<file path="src/rtl/tmr_pwm_pkg.sv">
`timescale 1ns/1ps
package tmr_pwm_pkg;

    typedef enum logic [1:0] {
        WM_WRAP  = 2'b00,
        WM_PHASE = 2'b01,
        WM_CTC   = 2'b10,
        WM_FAST  = 2'b11
    } wave_mode_e;

    typedef enum logic [1:0] {
        OM_OFF    = 2'b00,
        OM_RSVD   = 2'b01,
        OM_TRUE   = 2'b10,
        OM_INVERT = 2'b11
    } out_mode_e;

    // Seven useful bits of the control byte; bit 7 is dropped at the top.
    typedef struct packed {
        logic [2:0] csel;
        out_mode_e  omode;
        wave_mode_e wmode;
    } ctrl_t;

    localparam int MAX_SHIFT = 10;
    localparam int PRE_W     = MAX_SHIFT;

    function automatic logic [3:0] csel_shift(input logic [2:0] code);
        case (code)
            3'd2:    return 4'd3;
            3'd3:    return 4'd6;
            3'd4:    return 4'd8;
            3'd5:    return 4'd10;
            default: return 4'd0;
        endcase
    endfunction

    function automatic logic csel_run(input logic [2:0] code);
        return (code >= 3'd1) && (code <= 3'd5);
    endfunction

    function automatic logic is_pwm(input wave_mode_e m);
        return (m == WM_FAST) || (m == WM_PHASE);
    endfunction

endpackage

</file>
<file path="src/rtl/tmr_prescale.sv">
`timescale 1ns/1ps
module tmr_prescale
    import tmr_pwm_pkg::*;
(
    input  logic       clk,
    input  logic       rst,
    input  logic [2:0] csel,
    output logic       tick
);
    logic [PRE_W-1:0] pre_q;
    logic [PRE_W:0]   span;
    logic [PRE_W-1:0] limit;
    logic             run;

    always_comb begin
        run   = csel_run(csel);
        span  = (PRE_W+1)'(1) << csel_shift(csel);
        limit = PRE_W'(span - 1'b1);
        tick  = run && (pre_q >= limit);
    end

    always_ff @(posedge clk) begin
        if (rst || !run || tick)
            pre_q <= '0;
        else
            pre_q <= pre_q + 1'b1;
    end

    // a halted prescaler restarts from zero
    assert_pre_clear_R3: assert property (@(posedge clk) disable iff (rst)
        !run |=> (pre_q == '0));

endmodule

</file>
<file path="src/rtl/tmr_count.sv">
`timescale 1ns/1ps
module tmr_count
    import tmr_pwm_pkg::*;
#(
    parameter int W = 8
)(
    input  logic         clk,
    input  logic         rst,
    input  logic         tick,
    input  wave_mode_e   wmode,
    input  logic [W-1:0] ocr,
    output logic [W-1:0] cnt_q
);
    localparam logic [W-1:0] TOP = {W{1'b1}};

    logic         up_q;
    logic         up_d;
    logic [W-1:0] cnt_d;

    always_comb begin
        up_d  = 1'b1;
        cnt_d = cnt_q + 1'b1;
        case (wmode)
            WM_CTC: begin
                if (cnt_q == ocr)
                    cnt_d = '0;
            end
            WM_PHASE: begin
                if (cnt_q == TOP)
                    up_d = 1'b0;
                else if (cnt_q == '0)
                    up_d = 1'b1;
                else
                    up_d = up_q;
                cnt_d = up_d ? cnt_q + 1'b1 : cnt_q - 1'b1;
            end
            default: ;
        endcase
    end

    always_ff @(posedge clk) begin
        if (rst) begin
            cnt_q <= '0;
            up_q  <= 1'b1;
        end else if (tick) begin
            cnt_q <= cnt_d;
            up_q  <= up_d;
        end
    end

    assert_halt_hold_R3: assert property (@(posedge clk) disable iff (rst)
        !tick |=> $stable(cnt_q));

    assert_fast_wrap_R5: assert property (@(posedge clk) disable iff (rst)
        (wmode == WM_FAST && tick && cnt_q == TOP) |=> (cnt_q == '0));

    assert_phase_turn_top_R6: assert property (@(posedge clk) disable iff (rst)
        (wmode == WM_PHASE && tick && cnt_q == TOP) |=> (cnt_q == TOP - 1'b1));

    assert_phase_turn_bot_R6: assert property (@(posedge clk) disable iff (rst)
        (wmode == WM_PHASE && tick && cnt_q == '0) |=> (cnt_q == W'(1)));

    assert_ctc_clear_R7: assert property (@(posedge clk) disable iff (rst)
        (wmode == WM_CTC && tick && cnt_q == ocr) |=> (cnt_q == '0));

endmodule

</file>
<file path="src/rtl/tmr_compare.sv">
`timescale 1ns/1ps
module tmr_compare
    import tmr_pwm_pkg::*;
#(
    parameter int W = 8
)(
    input  logic         clk,
    input  logic         rst,
    input  logic         tick,
    input  wave_mode_e   wmode,
    input  logic [W-1:0] cnt,
    input  logic         cmp_we,
    input  logic [W-1:0] cmp_wdata,
    output logic [W-1:0] ocr_o
);
    localparam logic [W-1:0] TOP = {W{1'b1}};

    logic [W-1:0] hold_q;
    logic [W-1:0] live_q;
    logic         pwm;
    logic         edge_hit;
    logic         load;

    always_comb begin
        pwm      = is_pwm(wmode);
        edge_hit = (wmode == WM_FAST) ? (cnt == TOP) : (cnt == '0);
        load     = !pwm || (tick && edge_hit);
        ocr_o    = pwm ? live_q : hold_q;
    end

    always_ff @(posedge clk) begin
        if (rst) begin
            hold_q <= '0;
            live_q <= '0;
        end else begin
            if (cmp_we)
                hold_q <= cmp_wdata;
            if (load)
                live_q <= hold_q;
        end
    end

    // the live compare value stays put between period boundaries
    assert_shadow_hold_R11: assert property (@(posedge clk) disable iff (rst)
        (pwm && !(tick && edge_hit)) |=> $stable(live_q));

endmodule

</file>
<file path="src/rtl/tmr_wave.sv">
`timescale 1ns/1ps
module tmr_wave
    import tmr_pwm_pkg::*;
#(
    parameter int W = 8
)(
    input  logic         clk,
    input  logic         rst,
    input  logic         tick,
    input  logic         run,
    input  wave_mode_e   wmode,
    input  out_mode_e    omode,
    input  logic [W-1:0] cnt,
    input  logic [W-1:0] ocr,
    input  logic         pin_oe,
    output logic         pin
);
    localparam logic [W-1:0] TOP = {W{1'b1}};

    logic tog_q;
    logic raw;
    logic driven;
    logic wave;

    always_ff @(posedge clk) begin
        if (rst)
            tog_q <= 1'b0;
        else if (tick && !is_pwm(wmode) && cnt == ocr)
            tog_q <= ~tog_q;
    end

    always_comb begin
        case (wmode)
            WM_FAST:  raw = (cnt <= ocr);
            WM_PHASE: raw = (ocr == TOP) || (cnt < ocr);
            default:  raw = tog_q;
        endcase
        driven = run && (omode == OM_TRUE || omode == OM_INVERT);
        wave   = driven ? (raw ^ (omode == OM_INVERT)) : 1'b0;
        pin    = pin_oe && wave;
    end

    assert_pin_gate_R10: assert property (@(posedge clk) disable iff (rst)
        !pin_oe |-> !pin);

    assert_off_mode_R9: assert property (@(posedge clk) disable iff (rst)
        (omode == OM_OFF || omode == OM_RSVD) |-> !pin);

    assert_halt_low_R3: assert property (@(posedge clk) disable iff (rst)
        !run |-> !pin);

endmodule

</file>
<file path="src/rtl/tmr_pwm_unit.sv">
`timescale 1ns/1ps
module tmr_pwm_unit
    import tmr_pwm_pkg::*;
#(
    parameter int CNT_W = 8
)(
    input  logic             clk,
    input  logic             rst,
    input  logic             ctrl_we,
    input  logic [7:0]       ctrl_wdata,
    input  logic             cmp_we,
    input  logic [CNT_W-1:0] cmp_wdata,
    input  logic             pin_oe,
    output logic             pwm_pin,
    output logic [CNT_W-1:0] count_o
);
    ctrl_t            ctrl_q;
    logic             tick;
    logic             run;
    logic [CNT_W-1:0] cnt;
    logic [CNT_W-1:0] ocr;
    logic             unused_spare;

    assign unused_spare = ctrl_wdata[7];

    always_ff @(posedge clk) begin
        if (rst)
            ctrl_q <= '0;
        else if (ctrl_we)
            ctrl_q <= ctrl_t'(ctrl_wdata[6:0]);
    end

    assign run     = csel_run(ctrl_q.csel);
    assign count_o = cnt;

    tmr_prescale u_pre (
        .clk  (clk),
        .rst  (rst),
        .csel (ctrl_q.csel),
        .tick (tick)
    );

    tmr_compare #(.W(CNT_W)) u_cmp (
        .clk       (clk),
        .rst       (rst),
        .tick      (tick),
        .wmode     (ctrl_q.wmode),
        .cnt       (cnt),
        .cmp_we    (cmp_we),
        .cmp_wdata (cmp_wdata),
        .ocr_o     (ocr)
    );

    tmr_count #(.W(CNT_W)) u_cnt (
        .clk   (clk),
        .rst   (rst),
        .tick  (tick),
        .wmode (ctrl_q.wmode),
        .ocr   (ocr),
        .cnt_q (cnt)
    );

    tmr_wave #(.W(CNT_W)) u_wave (
        .clk    (clk),
        .rst    (rst),
        .tick   (tick),
        .run    (run),
        .wmode  (ctrl_q.wmode),
        .omode  (ctrl_q.omode),
        .cnt    (cnt),
        .ocr    (ocr),
        .pin_oe (pin_oe),
        .pin    (pwm_pin)
    );

    // state right after reset
    assert_reset_state_R1: assert property (@(posedge clk)
        $past(rst) |-> (count_o == '0 && !pwm_pin));

endmodule

</file>
<file path="config.mk">
export PLATFORM = sky130hd
export DESIGN_NAME = tmr_pwm_unit
export DESIGN_NICKNAME = d
export VERILOG_FILES = /design/src/rtl/tmr_pwm_pkg.sv /design/src/rtl/tmr_prescale.sv /design/src/rtl/tmr_count.sv /design/src/rtl/tmr_compare.sv /design/src/rtl/tmr_wave.sv /design/src/rtl/tmr_pwm_unit.sv
export SDC_FILE = /design/constraint.sdc
export NUM_CORES = 1
export LEC_CHECK = 0
export BUFFER_PORTS_ARGS = -buffer_cell sky130_fd_sc_hd__buf_2
export CORE_MARGIN = 2
export CORE_UTILIZATION = 24
export DETAILED_ROUTE_END_ITERATION = 10
export HOLD_SLACK_MARGIN = 0.1
export SLEW_MARGIN = 30
export SYNTH_ARGS = -nofsm -noshare
export SYNTH_HDL_FRONTEND = slang
export SYNTH_SLANG_ARGS = --single-unit
</file>
<file path="constraint.sdc">
create_clock -name clk -period 4.84 [get_ports clk]
set_input_delay 0.484 -clock clk [delete_from_list [all_inputs] [get_ports clk]]
set_output_delay 0.484 -clock clk [all_outputs]
set_load 0.02 [all_outputs]
</file>
==> flow_summary.yaml <==
synth:
  synth-xor-area-share: 0.03931
  synth_fa_ha_area_frac: 0.1217
  yosys-top-cells-area: "dfxtp_1 32%, ha_1 12%, mux2i_1 9.0%"
  synth_ff_type: "dfxtp_1"
  avgSynthCellArea_um2: 8.543
  yosysWarnings: 0
  synthTopCellsByCount: "43 x dfxtp_1, 40 x nor2_1, 26 x ha_1"
  synth-compound-area-share: 0.1853
  syn_area_um2: 2674
  synth_edf_count: 0
  ys_seq_area_frac: 0.3219
  synth.distinct_cells: 51
  synth.top_cell.area_share: 0.3219
  async_flop_share: 0
  postSynthCellCount: 313
  synth.net_count: 360
  synth_top_family_by_area: "simple AND/OR/NAND/NOR gates"
  synth_most_common_cell: "dfxtp_1"
  yosys.area_share.simple: 0.1881
  synth_top_area_cell: "dfxtp_1"
  ys_seq_elements: 43
  synth_mux_area_frac: 0.09406
clock_tree:
  clockBufferDepth: 2
  cts_hold_buffers: 0
  cts_root_buf: "clkbuf_8"
  htreeDepth: 2
  insertion_delay_ps: 300
  cts_sinks: 43
  clk_pin_slew_ps: 90
  cts_resized: 0
  post_cts_buffers: 0
  cts_tree: "done"
  cts_buffers: 5
sta:
  drv_slew: 0
  clock.fmax_mhz: 283.7
  period_share: 0.7282
  tightest_slew_ps: 813.3
  slew_headroom: 0.4573
  final_hold_viol_count: 0
  fin_crit_ps: 3525
  rsz0062_at_grt: "no"
  fin_worst_skew_ps: 11.92
  setup_viol_count_final: 0
  layout_setup_ws_ps: 1315
  finalSetupTns_ps: 0
min_path:
  hold_class: "in2reg"
  hold_start: "cmp_wdata[7]"
power:
  p_clk_frac: 0.321
  ir_worst_vdd_mv: 0.1341
  intPower_uw: 535.6
  p_sw_frac: 0.3091
  power.share.sequential: 0.493
  power_switching_uw: 239.6
  p_comb_frac: 0.186
  power_per_cell_area_nw_per_um2: 256.1
  p_leak_uw: 0.001293
global_route:
  grt_pass1_wl_um: 10290
  grt-ovfl-total: 0
  first_global_vias: 2196
  grt_util_all_layers: 0.1056
  antenna_found_initial: 0
  grt_max_degree: 28
worst_setup_path:
  cp-end-kind: "output pin"
  crit_path_start_kind: "register"
  path_class: "reg2out"
  r2r_start: "ctrl_q[6]$_SDFFE_PP0P_"
  critPathMaxFanout: 9
  critPathRequiredTime_ps: 4360
  arrival_ps: 3040
  critPathLaunch: "ctrl_q[1]$_SDFFE_PP0P_"
placement:
  dpl.hpwl_um: 4434
  place.gp.congestion: 0.8721
  dp_cells: 469
  port_buffers: 28
  post-place-ws_ps: 1396
drt:
  ant_nets: 0
  drt_iter0_drc: 66
  vias: 2302
  drt_first_pass_iters: 4
  wirelength_um: 5897
  vias_per_cell: 4.826
  wl_per_cell_um: 12.36
  drc: 0
layout:
  diodes: 0
  multi_input_area_um2: 1684
  seqCellArea_um2: 860.8
  finish.net_count: 383
  layout-drive-gt1-share: 0.1395
  fillCellCount: 1215
  stdcell_count: 477
  synthToLayoutAreaGrowth_pct: 13.20
die:
  die_y_um: 109.6
  die_area_um2: 12000
  rows: 38
  initial_core_util: 0.2467
  core_area_um2: 10840
  die_w_um: 109.6
  ios: 30
status:
  status: "complete, no violations"
job:
  maxCapViolCount: 0
==> kinds of logic after synthesis <==
group / after synthesis
simple gates: 103
compound gates: 72
flops: 43
buf+inv: 31
fa+ha+maj: 26
mux: 25
xor+xnor: 12
other cells: 1
==> area by class of cell <==
cell class / instances / share of cell area
Clock inverter: 3 / 0.008681
Tap cell: 140 / 0.05788
Clock buffer: 5 / 0.02274
Multi-Input combinational cell: 239 / 0.5564
Inverter: 19 / 0.02356
Sequential cell: 43 / 0.2844
Timing Repair Buffer: 28 / 0.04630
==> per-layer routing <==
metal,global-route usage,wire length (um)
met1,0.1459,3008
met2,0.1698,2591
met3,0.01482,216
met4,0.03255,80
met5,0,0
==> stage by stage <==
| stage | area [um2] | util | hold slack, ps | power (uW) |
|---|---|---|---|---|
| 6_report | 3027 | 0.2792 | 405.3 | 775.3 |
| 5_1_grt | 3027 | 0.2792 | 415.5 | 822.6 |
| 4_1_cts | 3027 | 0.2792 | 400.0 | 785.8 |
| 3_5_place_dp | 2932 | 0.2704 | 472.0 | 535.7 |
| 3_3_place_gp | 2932 | 0.2704 | 456.8 | 531.7 |
| 2_1_floorplan | 2674 | - | 437.1 | 499.3 |
==> power by group through the flow <==
| stage | Sequential, uW | Clock (uW) | Combinational (uW) |
|---|---|---|---|
| 6_report | 382 | 249 | 144 |
| 5_1_grt | 385 | 272 | 166 |
| 4_1_cts | 383 | 258 | 146 |
| 3_5_place_dp | 391 | 0 | 145 |
| 3_3_place_gp | 390 | 0 | 142 |
| 2_1_floorplan | 388 | 0 | 111 |
==> cells in the final DEF, fill, tap and decap left out, drive strengths merged, types with 2 or more instances in the layout <==
cell / count
inv: 21
dfxtp: 43
o21ai: 13
clkbuf: 5
a21oi: 22
ha: 26
a22o: 8
a21o: 3
o21a: 2
xor2: 8
and3: 5
xnor2: 4
buf: 28
or4: 2
or2: 2
nand2: 18
o32ai: 3
o22ai: 7
a211oi: 4
nand4: 6
nor3: 4
mux2i: 24
nand2b: 3
a31oi: 2
nor2: 40
nor2b: 4
nand3: 15
==> critical path, cell delays in order, from the launching register on <==
cell and delay, ps:
dfxtp_1 390, inv_1 60, ha_1 240, or2_2 430
mux2_2 310, ha_1 180, nor2b_1 110, o21a_1 120
o21a_1 100, o21bai_1 60, a311oi_1 340, mux2i_1 230
buf_2 180
==> final timing paths <==
check	endpoint	slack, ps	depth (start not counted)
worst max-delay path	pwm_pin	1320	12
worst min-delay path	u_cmp.hold_q[7]$_SDFFE_PP0P_	410	3
worst max register to register	u_cmp.live_q[2]$_SDFFE_PP0P_	1350	14
worst min register to register	u_pre.pre_q[0]$_SDFF_PP0_	490	1
==> state kept, by name, summed over array words and instances (netlist names) <==
name          flops
u_pre.pre_q      10
u_cmp.hold_q      8
u_cmp.live_q      8
u_cnt.cnt_q       8
ctrl_q            7
u_cnt.up_q        1
u_wave.tog_q      1
Note: power is estimated with default switching activity, not from simulation.
